### src/rtl/synth_prog_pkg.sv
package synth_prog_pkg;
  // {C1,C2}: C1 is the second-last bit shifted in, C2 the last
  typedef enum logic [1:0] {
    SEL_REF = 2'b00,
    SEL_FUN = 2'b01,
    SEL_FB  = 2'b10,
    SEL_RSV = 2'b11
  } latch_sel_e;

  localparam int CTRL_W = 2;

  function automatic latch_sel_e decode_sel(input logic [CTRL_W-1:0] ctrl);
    return latch_sel_e'(ctrl);
  endfunction
endpackage

### src/rtl/serial_edge_sync.sv
module serial_edge_sync #(
  parameter int STAGES = 2
) (
  input  logic clk,
  input  logic rst,
  input  logic sclk_in,
  input  logic data_in,
  input  logic le_in,
  output logic shift_pulse,
  output logic shift_bit,
  output logic load_pulse
);
  // lane order: [2]=le, [1]=sclk, [0]=data
  logic [STAGES-1:0][2:0] q;
  logic prev_sclk, prev_le;

  always_ff @(posedge clk) begin
    if (rst) q[0] <= '0;
    else     q[0] <= {le_in, sclk_in, data_in};
  end

  genvar g;
  generate
    for (g = 1; g < STAGES; g++) begin : g_chain
      always_ff @(posedge clk) begin
        if (rst) q[g] <= '0;
        else     q[g] <= q[g-1];
      end
    end
  endgenerate

  always_ff @(posedge clk) begin
    if (rst) begin
      prev_sclk <= 1'b0;
      prev_le   <= 1'b0;
    end else begin
      prev_sclk <= q[STAGES-1][1];
      prev_le   <= q[STAGES-1][2];
    end
  end

  assign shift_pulse = q[STAGES-1][1] & ~prev_sclk;
  assign load_pulse  = q[STAGES-1][2] & ~prev_le;
  assign shift_bit   = q[STAGES-1][0];

  AST_SHIFT_SINGLE: assert property (@(posedge clk) disable iff (rst)
    shift_pulse |=> !shift_pulse);
  AST_LOAD_SINGLE: assert property (@(posedge clk) disable iff (rst)
    load_pulse |=> !load_pulse);
endmodule

### src/rtl/prog_shift_reg.sv
module prog_shift_reg #(
  parameter int WORD_W = 21
) (
  input  logic              clk,
  input  logic              rst,
  input  logic              shift_en,
  input  logic              bit_in,
  output logic [WORD_W-1:0] word
);
  always_ff @(posedge clk) begin
    if (rst)           word <= '0;
    else if (shift_en) word <= {word[WORD_W-2:0], bit_in};
  end

  AST_SR_HOLD: assert property (@(posedge clk) disable iff (rst)
    !shift_en |=> $stable(word));
  AST_SR_ORDER: assert property (@(posedge clk) disable iff (rst)
    shift_en |=> word[WORD_W-1:1] == $past(word[WORD_W-2:0]));
endmodule

### src/rtl/prog_latch_bank.sv
module prog_latch_bank
  import synth_prog_pkg::*;
#(
  parameter int RATIO_W = 14,
  parameter int TEST_W  = 4,
  parameter int B_W     = 13,
  parameter int A_W     = 5,
  localparam int DATA_W = 1 + TEST_W + RATIO_W,
  localparam int WORD_W = DATA_W + CTRL_W
) (
  input  logic               clk,
  input  logic               rst,
  input  logic               load,
  input  logic [WORD_W-1:0]  word,
  output logic               ref_ld_prec,
  output logic [RATIO_W-1:0] ref_ratio,
  output logic               ref_test_err,
  output logic               fb_go,
  output logic [B_W-1:0]     fb_b,
  output logic [A_W-1:0]     fb_a,
  output logic [DATA_W-1:0]  func_bits,
  output logic               cnt_reset
);
  localparam int RATIO_LO = CTRL_W;
  localparam int TEST_LO  = CTRL_W + RATIO_W;
  localparam int A_LO     = CTRL_W;
  localparam int B_LO     = CTRL_W + A_W;
  localparam int TOP_BIT  = WORD_W - 1;

  latch_sel_e          sel;
  logic [TEST_W-1:0]   test_f;
  logic                test_bad;

  assign sel      = decode_sel(word[CTRL_W-1:0]);
  assign test_f   = word[TEST_LO +: TEST_W];
  assign test_bad = |test_f;

  always_ff @(posedge clk) begin
    if (rst) begin
      ref_ld_prec  <= 1'b0;
      ref_ratio    <= '0;
      ref_test_err <= 1'b0;
      fb_go        <= 1'b0;
      fb_b         <= '0;
      fb_a         <= '0;
      func_bits    <= '0;
      cnt_reset    <= 1'b0;
    end else if (load) begin
      unique case (sel)
        SEL_REF: begin
          if (test_bad) begin
            ref_test_err <= 1'b1;
          end else begin
            ref_test_err <= 1'b0;
            ref_ld_prec  <= word[TOP_BIT];
            ref_ratio    <= word[RATIO_LO +: RATIO_W];
          end
        end
        SEL_FB: begin
          fb_go <= word[TOP_BIT];
          fb_b  <= word[B_LO +: B_W];
          fb_a  <= word[A_LO +: A_W];
        end
        SEL_FUN: begin
          func_bits <= word[TOP_BIT:CTRL_W];
          cnt_reset <= word[CTRL_W];
        end
        SEL_RSV: ;
      endcase
    end
  end

  logic [DATA_W+RATIO_W+B_W+A_W+4:0] all_out;
  assign all_out = {ref_ld_prec, ref_ratio, ref_test_err, fb_go, fb_b, fb_a,
                    func_bits, cnt_reset};

  AST_HOLD_NO_LOAD: assert property (@(posedge clk) disable iff (rst)
    !load |=> $stable(all_out));
  AST_RSV_IGNORED: assert property (@(posedge clk) disable iff (rst)
    (load && word[CTRL_W-1:0] == 2'b11) |=> $stable(all_out));
  AST_TEST_REJECT: assert property (@(posedge clk) disable iff (rst)
    (load && word[CTRL_W-1:0] == 2'b00 && word[TEST_LO +: TEST_W] != '0)
      |=> (ref_test_err && $stable(ref_ratio) && $stable(ref_ld_prec)));
  AST_CNT_RESET_F1: assert property (@(posedge clk) disable iff (rst)
    (load && word[CTRL_W-1:0] == 2'b01) |=> cnt_reset == $past(word[CTRL_W]));
  AST_RESET_CLEAR: assert property (@(posedge clk)
    rst |=> all_out == '0);
endmodule

### src/rtl/synth_prog_if.sv
module synth_prog_if #(
  parameter int RATIO_W     = 14,
  parameter int TEST_W      = 4,
  parameter int B_W         = 13,
  parameter int A_W         = 5,
  parameter int SYNC_STAGES = 2,
  localparam int DATA_W     = 1 + TEST_W + RATIO_W,
  localparam int WORD_W     = DATA_W + synth_prog_pkg::CTRL_W
) (
  input  logic               clk,
  input  logic               rst,
  input  logic               ser_clk,
  input  logic               ser_data,
  input  logic               ser_le,
  output logic               ref_ld_prec,
  output logic [RATIO_W-1:0] ref_ratio,
  output logic               ref_test_err,
  output logic               fb_go,
  output logic [B_W-1:0]     fb_b,
  output logic [A_W-1:0]     fb_a,
  output logic [DATA_W-1:0]  func_bits,
  output logic               cnt_reset
);
  logic              shift_pulse, shift_bit, load_pulse;
  logic [WORD_W-1:0] word;

  serial_edge_sync #(.STAGES(SYNC_STAGES)) u_sync (
    .clk(clk), .rst(rst),
    .sclk_in(ser_clk), .data_in(ser_data), .le_in(ser_le),
    .shift_pulse(shift_pulse), .shift_bit(shift_bit), .load_pulse(load_pulse)
  );

  prog_shift_reg #(.WORD_W(WORD_W)) u_sr (
    .clk(clk), .rst(rst),
    .shift_en(shift_pulse), .bit_in(shift_bit), .word(word)
  );

  prog_latch_bank #(
    .RATIO_W(RATIO_W), .TEST_W(TEST_W), .B_W(B_W), .A_W(A_W)
  ) u_bank (
    .clk(clk), .rst(rst), .load(load_pulse), .word(word),
    .ref_ld_prec(ref_ld_prec), .ref_ratio(ref_ratio), .ref_test_err(ref_test_err),
    .fb_go(fb_go), .fb_b(fb_b), .fb_a(fb_a),
    .func_bits(func_bits), .cnt_reset(cnt_reset)
  );
endmodule

### config.mk
export PLATFORM = sky130hd
export DESIGN_NAME = synth_prog_if
export DESIGN_NICKNAME = d
export VERILOG_FILES = /design/src/rtl/synth_prog_pkg.sv /design/src/rtl/serial_edge_sync.sv /design/src/rtl/prog_shift_reg.sv /design/src/rtl/prog_latch_bank.sv /design/src/rtl/synth_prog_if.sv
export SDC_FILE = /design/constraint.sdc
export NUM_CORES = 1
export LEC_CHECK = 0
export ABC_AREA = 1
export BUFFER_PORTS_ARGS = -buffer_cell sky130_fd_sc_hd__buf_4
export CAP_MARGIN = 20
export CORE_MARGIN = 10
export CORE_UTILIZATION = 30
export DETAILED_ROUTE_END_ITERATION = 12
export GPL_TIMING_DRIVEN = 0
export REMOVE_ABC_BUFFERS = 1
export SLEW_MARGIN = 20
export SYNTH_ARGS = -nofsm -noshare
export SYNTH_HDL_FRONTEND = slang
export SYNTH_HIERARCHICAL = 1
export SYNTH_SLANG_ARGS = --single-unit
export TNS_END_PERCENT = 5
### constraint.sdc
create_clock -name clk -period 1.83 [get_ports clk]
set_clock_uncertainty 0.05 [all_clocks]
set_input_delay 0.0915 -clock clk [delete_from_list [all_inputs] [get_ports clk]]
set_output_delay 0.0915 -clock clk [all_outputs]
set_load 0.005 [all_outputs]
==> results.cfg, run 1 <==
[run_status]
status = completed

[synth]
synth_cell_type_count = 19
avgSynthCellArea_um2 = 7.451
ys_seq_area_share_pct = 50.46
ys_ff_latch = 83
netlist_area_um2 = 3293
synthCells = 442
yosysWarnings = 6

[route]
routedWlPerCell_um = 12.13
drt_iter0_markers = 147
vias = 2692
firstDrtPassIters = 4
antenna_left = 0
wl_um = 7798
vias_per_cell = 4.187
drc = 0

[sta]
maxSlewViolCount = 0
tightestPinTransition_ns = 0.8075
setup-violations-final = 0
slew_headroom_pct = 46.09
finalCritPeriodShare_pct = 87.00
fmax_mhz = 628.1
hold_viol = 0
rsz0062_at_grt = no
fin_crit_ns = 1.592

[floorplanning]
start_util_pct = 30.51
rows = 38
io_pins = 60
dieHeight_um = 124.8
fp.coreArea_um2 = 10790
die-area_um2 = 15570
die_w_um = 124.8

[placement]
dpl.hpwl_um = 4876
gp_congestion = 0.6611
place_inst = 618
portBuffers = 59

[final_layout]
n_antenna_cell = 0
final_cell_mix = 85 x inv_1, 83 x dfxtp_1, 75 x nor2_1
fin_nets = 503
drive_above_1_share_pct = 20.28
fin_util_pct = 38.19
nFillCells = 1125
area_growth_pct = 25.15
multi_input_area_um2 = 1150
instances_no_fill = 643
layout_commonest_cell = inv_1
ff_latch_area_um2 = 1662

[clock_network]
ctsHtreeMaxLevel = 3
cts_sinks = 83
cts_made_buffers = 9
clk_pin_slew_ns = 0.08
cts_root_buf = clkbuf_8
cts_tree = yes
clock_path_buffers = 2
clock_latency_ns = 0.36

[global_route]
grt_use_met2_pct = 15.88
first_global_vias = 2524
grt_busiest_layer = met2
gr-usage-met3_pct = 4.213
antenna_found_initial = 0
grt-ovfl-total = 0
grt_max_degree = 55
use_met1_pct = 10.76
grt_pass1_wl_um = 12420
grt.total_usage_pct = 9.686

[critical_path]
path_class = in -> reg
path_cells = dlygate4sd3_1 > buf_4 > inv_2 > o21ai_0 > a21oi_1
cp.arrival_ns = 1.83
end_kind = flop
worstPathRequired_ns = 2.07
critPathSlowestCell = inv_2
max_stage_delay_ns = 0.60
start_kind = input port
worstPathMaxFanout = 54

[pwr]
power_density_nw_per_um2 = 880.7
p_leak_uw = 0.001684
ir_drop_mv = 0.3109

[job]
maxCapViolCount = 0

[worst_hold_path]
hold_class = reg -> reg
synth_stat cells, drive strengths merged:
cell     n  area (um2)
inv     90       337.8
nor2    88       367.8
dfxtp   83        1662
nand2   61       229.0
o21ai   39       202.7
a21oi   38       197.7
buf     20       182.7
nand3   18       95.09
clkbuf   5       18.77
what timing repair did:
action | CTS | global route
setup buffers | 0 | 1
pin swaps | 0 | 2
endpoints found under the hold margin | 8 | 0
gates resized for setup | 2 | 3
gates cloned | 0 | 1
endpoints found under the setup margin | 19 | 47
hold buffers | 7 | 0
cell type report:
cell class | instances | area share [%]
clock buffer | 11 | 3.188
sequential | 83 | 40.32
tap | 140 | 4.250
multi-input combinational | 245 | 27.90
clock inverter | 5 | 1.882
timing repair buffer | 69 | 14.27
inverter | 90 | 8.197
layer usage:
metal,part of all wire [%],vias up
li1,-,1430
met1,44,1189
met2,47,62
met3,7.4,11
met4,1.6,0
met5,0,-
worst max-delay path, delay by kind of cell:
| kind | cells | cell delay, ns |
|---|---|---|
| buf+inv | 3 | 1.33 |
| compound gates | 2 | 0.40 |
cells by family after synthesis:
group	share of synthesized area (%)
and+or+nand+nor	21.01
DFF	50.46
AOI/OAI and AO/OA	12.16
buffers and inverters	16.38
where the power goes:
group / internal, uW / switching (uW) / total [uW]
registers: 1860 / 48.1 / 1910
logic: 130 / 177 / 307
clock network: 765 / 649 / 1410
final timing paths:
path	from	to	slack [ns]	cells after the start
max reg2reg	u_sync/q[5]$_SDFF_PP0_	u_bank/fb_b[0]$_SDFFE_PP0P_	0.32	6
max	rst	u_bank/fb_b[0]$_SDFFE_PP0P_	0.24	5
min	u_sync/q[0]$_SDFF_PP0_	u_sync/shift_bit$_SDFF_PP0_	0.37	2
min reg2reg	u_sync/q[0]$_SDFF_PP0_	u_sync/shift_bit$_SDFF_PP0_	0.37	2
per-stage QoR:
stage | hold slack (ns) | instance area (um2) | setup WS [ns] | total power [uW] | TNS (ns)
detailed placement | 0.2451 | 3782 | -0.2443 | 2243 | -3.963
finish | 0.3673 | 4121 | 0.2379 | 3630 | 0
floorplan | 0.1079 | 3092 | -0.2183 | 2122 | -4.560
global route | 0.3849 | 4121 | 0.05282 | 3809 | 0
CTS | 0.3693 | 4076 | -0.01651 | 3677 | -0.02600
global placement | 0.2434 | 3710 | -0.8899 | 2229 | -41.02
state kept, by name (all words and copies together), names as in the netlist:
name                 flops
u_bank/fb_a              5
u_bank/fb_b             13
u_bank/fb_go             1
u_bank/func_bits        19
u_bank/ref_ld_prec       1
u_bank/ref_ratio        14
u_bank/ref_test_err      1
u_sr/word               21
u_sync/prev_le           1
u_sync/prev_sclk         1
u_sync/q                 5
u_sync/shift_bit         1
(Power assumes the default switching activity.)
==> inputs of run 2 (changes only) <==
- clock period: 1.83 -> 1.35 ns (I/O delays scaled with it)
==> results.cfg, run 2 (same netlist as run 1, synthesis figures left out) <==
[run_status]
status = completed

[clock_network]
cts_tree = yes
clock_latency_ns = 0.36
cts_root_buf = clkbuf_8
cts_sinks = 83
clk_pin_slew_ns = 0.08
ctsHtreeMaxLevel = 3
clock_path_buffers = 2
cts_made_buffers = 9

[route]
wl_um = 8034
firstDrtPassIters = 4
antenna_left = 0
drt_iter0_markers = 140
drc = 0
vias_per_cell = 4.212
vias = 2759
routedWlPerCell_um = 12.27

[global_route]
grt-ovfl-total = 0
gr-usage-met3_pct = 4.213
antenna_found_initial = 0
grt.total_usage_pct = 10.18
grt_max_degree = 55
grt_pass1_wl_um = 12940
grt_use_met2_pct = 16.63
first_global_vias = 2556
use_met1_pct = 11.57
grt_busiest_layer = met2

[pwr]
p_comb_share_pct = 8.9
p_leak_uw = 0.001774
power_frac_clock_pct = 38.7
power_density_nw_per_um2 = 1154
internal_power_uw = 3757
pwr-share-seq_pct = 52.4
p_sw_uw = 1193
ir_drop_mv = 0.4219
finalPower_uw = 4950
sw_frac_of_total_pct = 24.10

[sta]
tightestPinTransition_ns = 0.8427
tns_ns = 0
rsz0062_at_grt = yes
fmax_mhz = 768.4
finalCritPeriodShare_pct = 96.40
fin_crit_ns = 1.301
setup-violations-final = 0
slew_headroom_pct = 43.74
maxSlewViolCount = 0
hold_viol = 0

[final_layout]
largest_reg_flops = 21
top_regs = u_sr/word: 21 flops, u_bank/func_bits: 19 flops, u_bank/ref_ratio: 14 flops
regMostFlops = u_sr/word
layout_commonest_cell = inv_1
fin_nets = 515
drive_above_1_share_pct = 23.69
final_cell_mix = 84 x inv_1, 77 x dfxtp_1, 75 x nor2_1
area_growth_pct = 30.21
n_antenna_cell = 0

[critical_path]
cp.arrival_ns = 1.51
endpoint = u_bank/fb_a[4]$_SDFFE_PP0P_
worstRegToRegCells = 7
path_class = reg -> reg
crit_path_start = u_sync/q[5]$_SDFF_PP0_
worstReg2RegEnd = u_bank/fb_a[4]$_SDFFE_PP0P_
start_kind = flop
reg2reg_slack_ns = 0.05
end_kind = flop
worstPathRequired_ns = 1.56
r2r-start = u_sync/q[5]$_SDFF_PP0_
worstPathMaxFanout = 26

[floorplanning]
io_pins = 60
start_util_pct = 30.51
die_w_um = 124.8
rows = 38
dieHeight_um = 124.8
die-area_um2 = 15570
fp.coreArea_um2 = 10790

[placement]
portBuffers = 59
dpl.hpwl_um = 4876
gp_congestion = 0.6611

[worst_hold_path]
whs_path_depth = 4
hold_class = in -> reg

[job]
maxCapViolCount = 0
## run 2: changes by cell type in the layout (fill, tap and decap cells not counted), sizes merged
cell and delta:
nor2 +1, buf +10, clkbuf +1
## run 2: worst min-delay path by stage
stage                 start                         to  slack, ns
global placement    ser_clk     u_sync/q[1]$_SDFF_PP0_       0.22
finish                  rst  u_sr/word[1]$_SDFFE_PP0P_       0.32
CTS                     rst  u_sr/word[0]$_SDFFE_PP0P_       0.33
floorplan               rst  u_sync/prev_le$_SDFF_PP0_       0.08
detailed placement  ser_clk     u_sync/q[1]$_SDFF_PP0_       0.22
global route            rst  u_sr/word[0]$_SDFFE_PP0P_       0.37
## run 2: layout make-up
cell class | instances | area (um2)
Clock inverter | 5 | 77.57
Sequential cell | 83 | 1669
Inverter | 90 | 337.8
Multi-Input combinational cell | 246 | 1165
Tap cell | 140 | 175.2
Clock buffer | 11 | 131.4
Fill cell | 1117 | 6505
Timing Repair Buffer | 80 | 732.0
## run 2: timing repair
| action | in CTS | in global routing |
|---|---|---|
| endpoints found under the setup margin | 54 | 61 |
| endpoints found under the hold margin | 8 | 0 |
| hold buffers | 7 | 0 |
| gates cloned | 1 | 2 |
| resized for setup | 10 | 20 |
| pin swaps | 5 | 4 |
| buffers inserted | 9 | 2 |
## run 2: power groups by stage
stage | Combinational [uW] | Clock, uW | Sequential [uW]
after global routing | 505 | 2090 | 2610
after floorplan | 244 | 0 | 2630
final | 443 | 1910 | 2590
after global placement | 380 | 0 | 2640
after detailed placement | 396 | 0 | 2650
after CTS | 439 | 1980 | 2590
## run 2: metal layers
metal / share of wire [%] / up-vias
li1: - / 1453
met2: 47 / 58
met4: 1.9 / 0
met3: 7.0 / 13
met5: 0 / -
met1: 44 / 1235
## run 2: critical path, stage by stage, from the launching register on
cell	delay, ns
dfxtp_2	0.33
inv_2	0.04
nor2_4	0.12
buf_6	0.12
nand3_4	0.11
buf_16	0.19
o21ai_0	0.16
a21oi_1	0.06
## run 2: metrics by stage
| step | setup slack [ns] | instances | area, um2 | hold slack [ns] | utilization, % |
|---|---|---|---|---|---|
| 3_3_place_gp | -1.370 | 616 | 3710 | 0.2194 | 34.37 |
| 5_1_grt | -0.01475 | 655 | 4288 | 0.3731 | 39.73 |
| 3_5_place_dp | -0.7243 | 618 | 3782 | 0.2211 | 35.05 |
| 6_report | 0.04854 | 655 | 4288 | 0.3202 | 39.73 |
| 4_1_cts | 0.001765 | 651 | 4200 | 0.3326 | 38.92 |
| 2_1_floorplan | -0.6983 | 417 | 3092 | 0.08390 | - |
==> inputs of run 3 (changes only) <==
- RECOVER_POWER: unset -> 100
==> results.cfg, run 3 (same netlist as run 1, synthesis figures left out) <==
[placement]
dpl_cell_area_um2 = 3782
portBuffers = 59
dpl.hpwl_um = 4876
gp_congestion = 0.6611
pre_cts_slack_ns = -0.7243
place_inst = 618

[critical_path]
start_kind = flop
crit_family = buffers and inverters
end_kind = flop
cp.arrival_ns = 1.49
critPathSlowestCell = dfxtp_2
worstPathMaxFanout = 26
worstPathRequired_ns = 1.55
path_class = reg -> reg
r2r-start = u_sync/q[5]$_SDFF_PP0_
worstReg2RegEnd = u_bank/fb_b[7]$_SDFFE_PP0P_
reg2reg_slack_ns = 0.06
max_stage_delay_ns = 0.33
crit_buf_inv = 3
path_cells = inv_2 > nor2_4 > buf_6 > nand3_4 > buf_16 > o21ai_0 > a21oi_1
worstRegToRegCells = 7

[global_route]
first_global_vias = 2556
grt_pass1_wl_um = 12940
grt-ovfl-total = 0
grt.total_usage_pct = 10.18
antenna_found_initial = 0
grt_max_degree = 55

[pwr]
p_leak_uw = 0.001691
ir_drop_mv = 0.4218
power_density_nw_per_um2 = 1168

[worst_hold_path]
min_delay_worst_endpoint = u_sr/word[1]$_SDFFE_PP0P_
hold_class = in -> reg
whs_path_depth = 4
hold_path.startpoint = rst

[clock_network]
cts_tree = yes
cts_sinks = 83
clock_latency_ns = 0.36
cts_made_buffers = 9
clock_path_buffers = 2
cts_root_buf = clkbuf_8
clk_pin_slew_ns = 0.08
ctsHtreeMaxLevel = 3

[floorplanning]
rows = 38
die-area_um2 = 15570
fp.coreArea_um2 = 10790
start_util_pct = 30.51
die_w_um = 124.8
io_pins = 60
dieHeight_um = 124.8

[sta]
hold_viol = 0
fin_crit_ns = 1.294
maxSlewViolCount = 0
finalCritPeriodShare_pct = 95.88
timing.final.ws_setup_ns = 0.05568
slew_headroom_pct = 43.68
rsz0062_at_grt = yes
setup-violations-final = 0
fmax_mhz = 772.6
tightestPinTransition_ns = 0.8436
tns_ns = 0

[final_layout]
multi_input_area_um2 = 1165
area_growth_pct = 28.34
final_cell_mix = 84 x inv_1, 77 x dfxtp_1, 75 x nor2_1
ff_latch_area_um2 = 1669
nFillCells = 1125
regMostFlops = u_sr/word
stdcell_area_um2 = 4227
fin_nets = 515
instances_no_fill = 655
top_regs = u_sr/word: 21 flops, u_bank/func_bits: 19 flops, u_bank/ref_ratio: 14 flops
layout_commonest_cell = inv_1
n_antenna_cell = 0
drive_above_1_share_pct = 21.55
largest_reg_flops = 21

[route]
wl_um = 8026
vias_per_cell = 4.231
antenna_left = 0
vias = 2771
drc = 0
routedWlPerCell_um = 12.25
firstDrtPassIters = 4
drt_iter0_markers = 139

[run_status]
status = completed

[job]
maxCapViolCount = 0
==> run 3: cell count changes in the layout (fill, tap and decap cells not counted) <==
cell       delta
clkbuf_1     +11
clkbuf_16     -1
clkbuf_2      +1
clkbuf_4     +47
buf_4        -58
==> run 3: worst register-to-register path, cell delays in order, from the launching register on <==
cell and delay (ns):
dfxtp_2 0.33, inv_2 0.04, nor2_4 0.12, buf_6 0.12
nand3_4 0.10, buf_16 0.19, o21ai_0 0.17, a21oi_1 0.06
==> run 3: layout make-up <==
type                    instances  area share (%)
well taps                     140           4.144
multi-input cells             246           27.56
repair buffers                 80           15.87
flip-flops and latches         83           39.49
clock buffers                  11           3.108
inverters                      90           7.993
clock inverters                 5           1.835
==> run 3: worst max path at each step <==
stage / cells past startpoint / from / to
final: 7 / u_sync/q[5]$_SDFF_PP0_ / u_bank/fb_b[7]$_SDFFE_PP0P_
after floorplan: 5 / u_sync/q[4]$_SDFF_PP0_ / u_sr/word[17]$_SDFFE_PP0P_
after detailed placement: 5 / u_sync/q[5]$_SDFF_PP0_ / u_bank/func_bits[14]$_SDFFE_PP0P_
after global routing: 7 / u_sr/word[1]$_SDFFE_PP0P_ / u_bank/ref_ratio[11]$_SDFFE_PP0P_
after CTS: 7 / u_sync/q[5]$_SDFF_PP0_ / u_bank/fb_go$_SDFFE_PP0P_
after global placement: 5 / u_sync/q[4]$_SDFF_PP0_ / u_sr/word[14]$_SDFFE_PP0P_
==> run 3: where the power goes <==
group / switching [uW] / internal, uW
sequential: 66.6 / 2530
clock: 877 / 1040
combinational: 248 / 184
total: 1190 / 3750
==> run 3: routing by layer <==
layer  track usage (%)  vias to the layer above  share of wire, %
met5                 0                        -                 0
met4             3.907                        0               1.9
met3             4.213                       13               6.6
met2             16.63                       66                47
met1             11.57                     1233                44
li1                  -                     1459                 -
==> run 3: what timing repair did <==
action	4_1_cts	5_1_grt
buffers inserted	9	2
hold buffers	7	0
setup endpoints to repair	54	61
resized for setup	10	20
hold endpoints to repair	8	0
pin swaps	5	4
cloned	1	2
==> run 3: through the flow <==
stage          utilization (%)  hold slack, ns  power (uW)
6_report                 39.16          0.3209        4939
5_1_grt                  39.16          0.3731        5189
4_1_cts                  38.92          0.3326        5011
2_1_floorplan                -         0.08390        2877
3_3_place_gp             34.37          0.2194        3021
3_5_place_dp             35.05          0.2211        3041
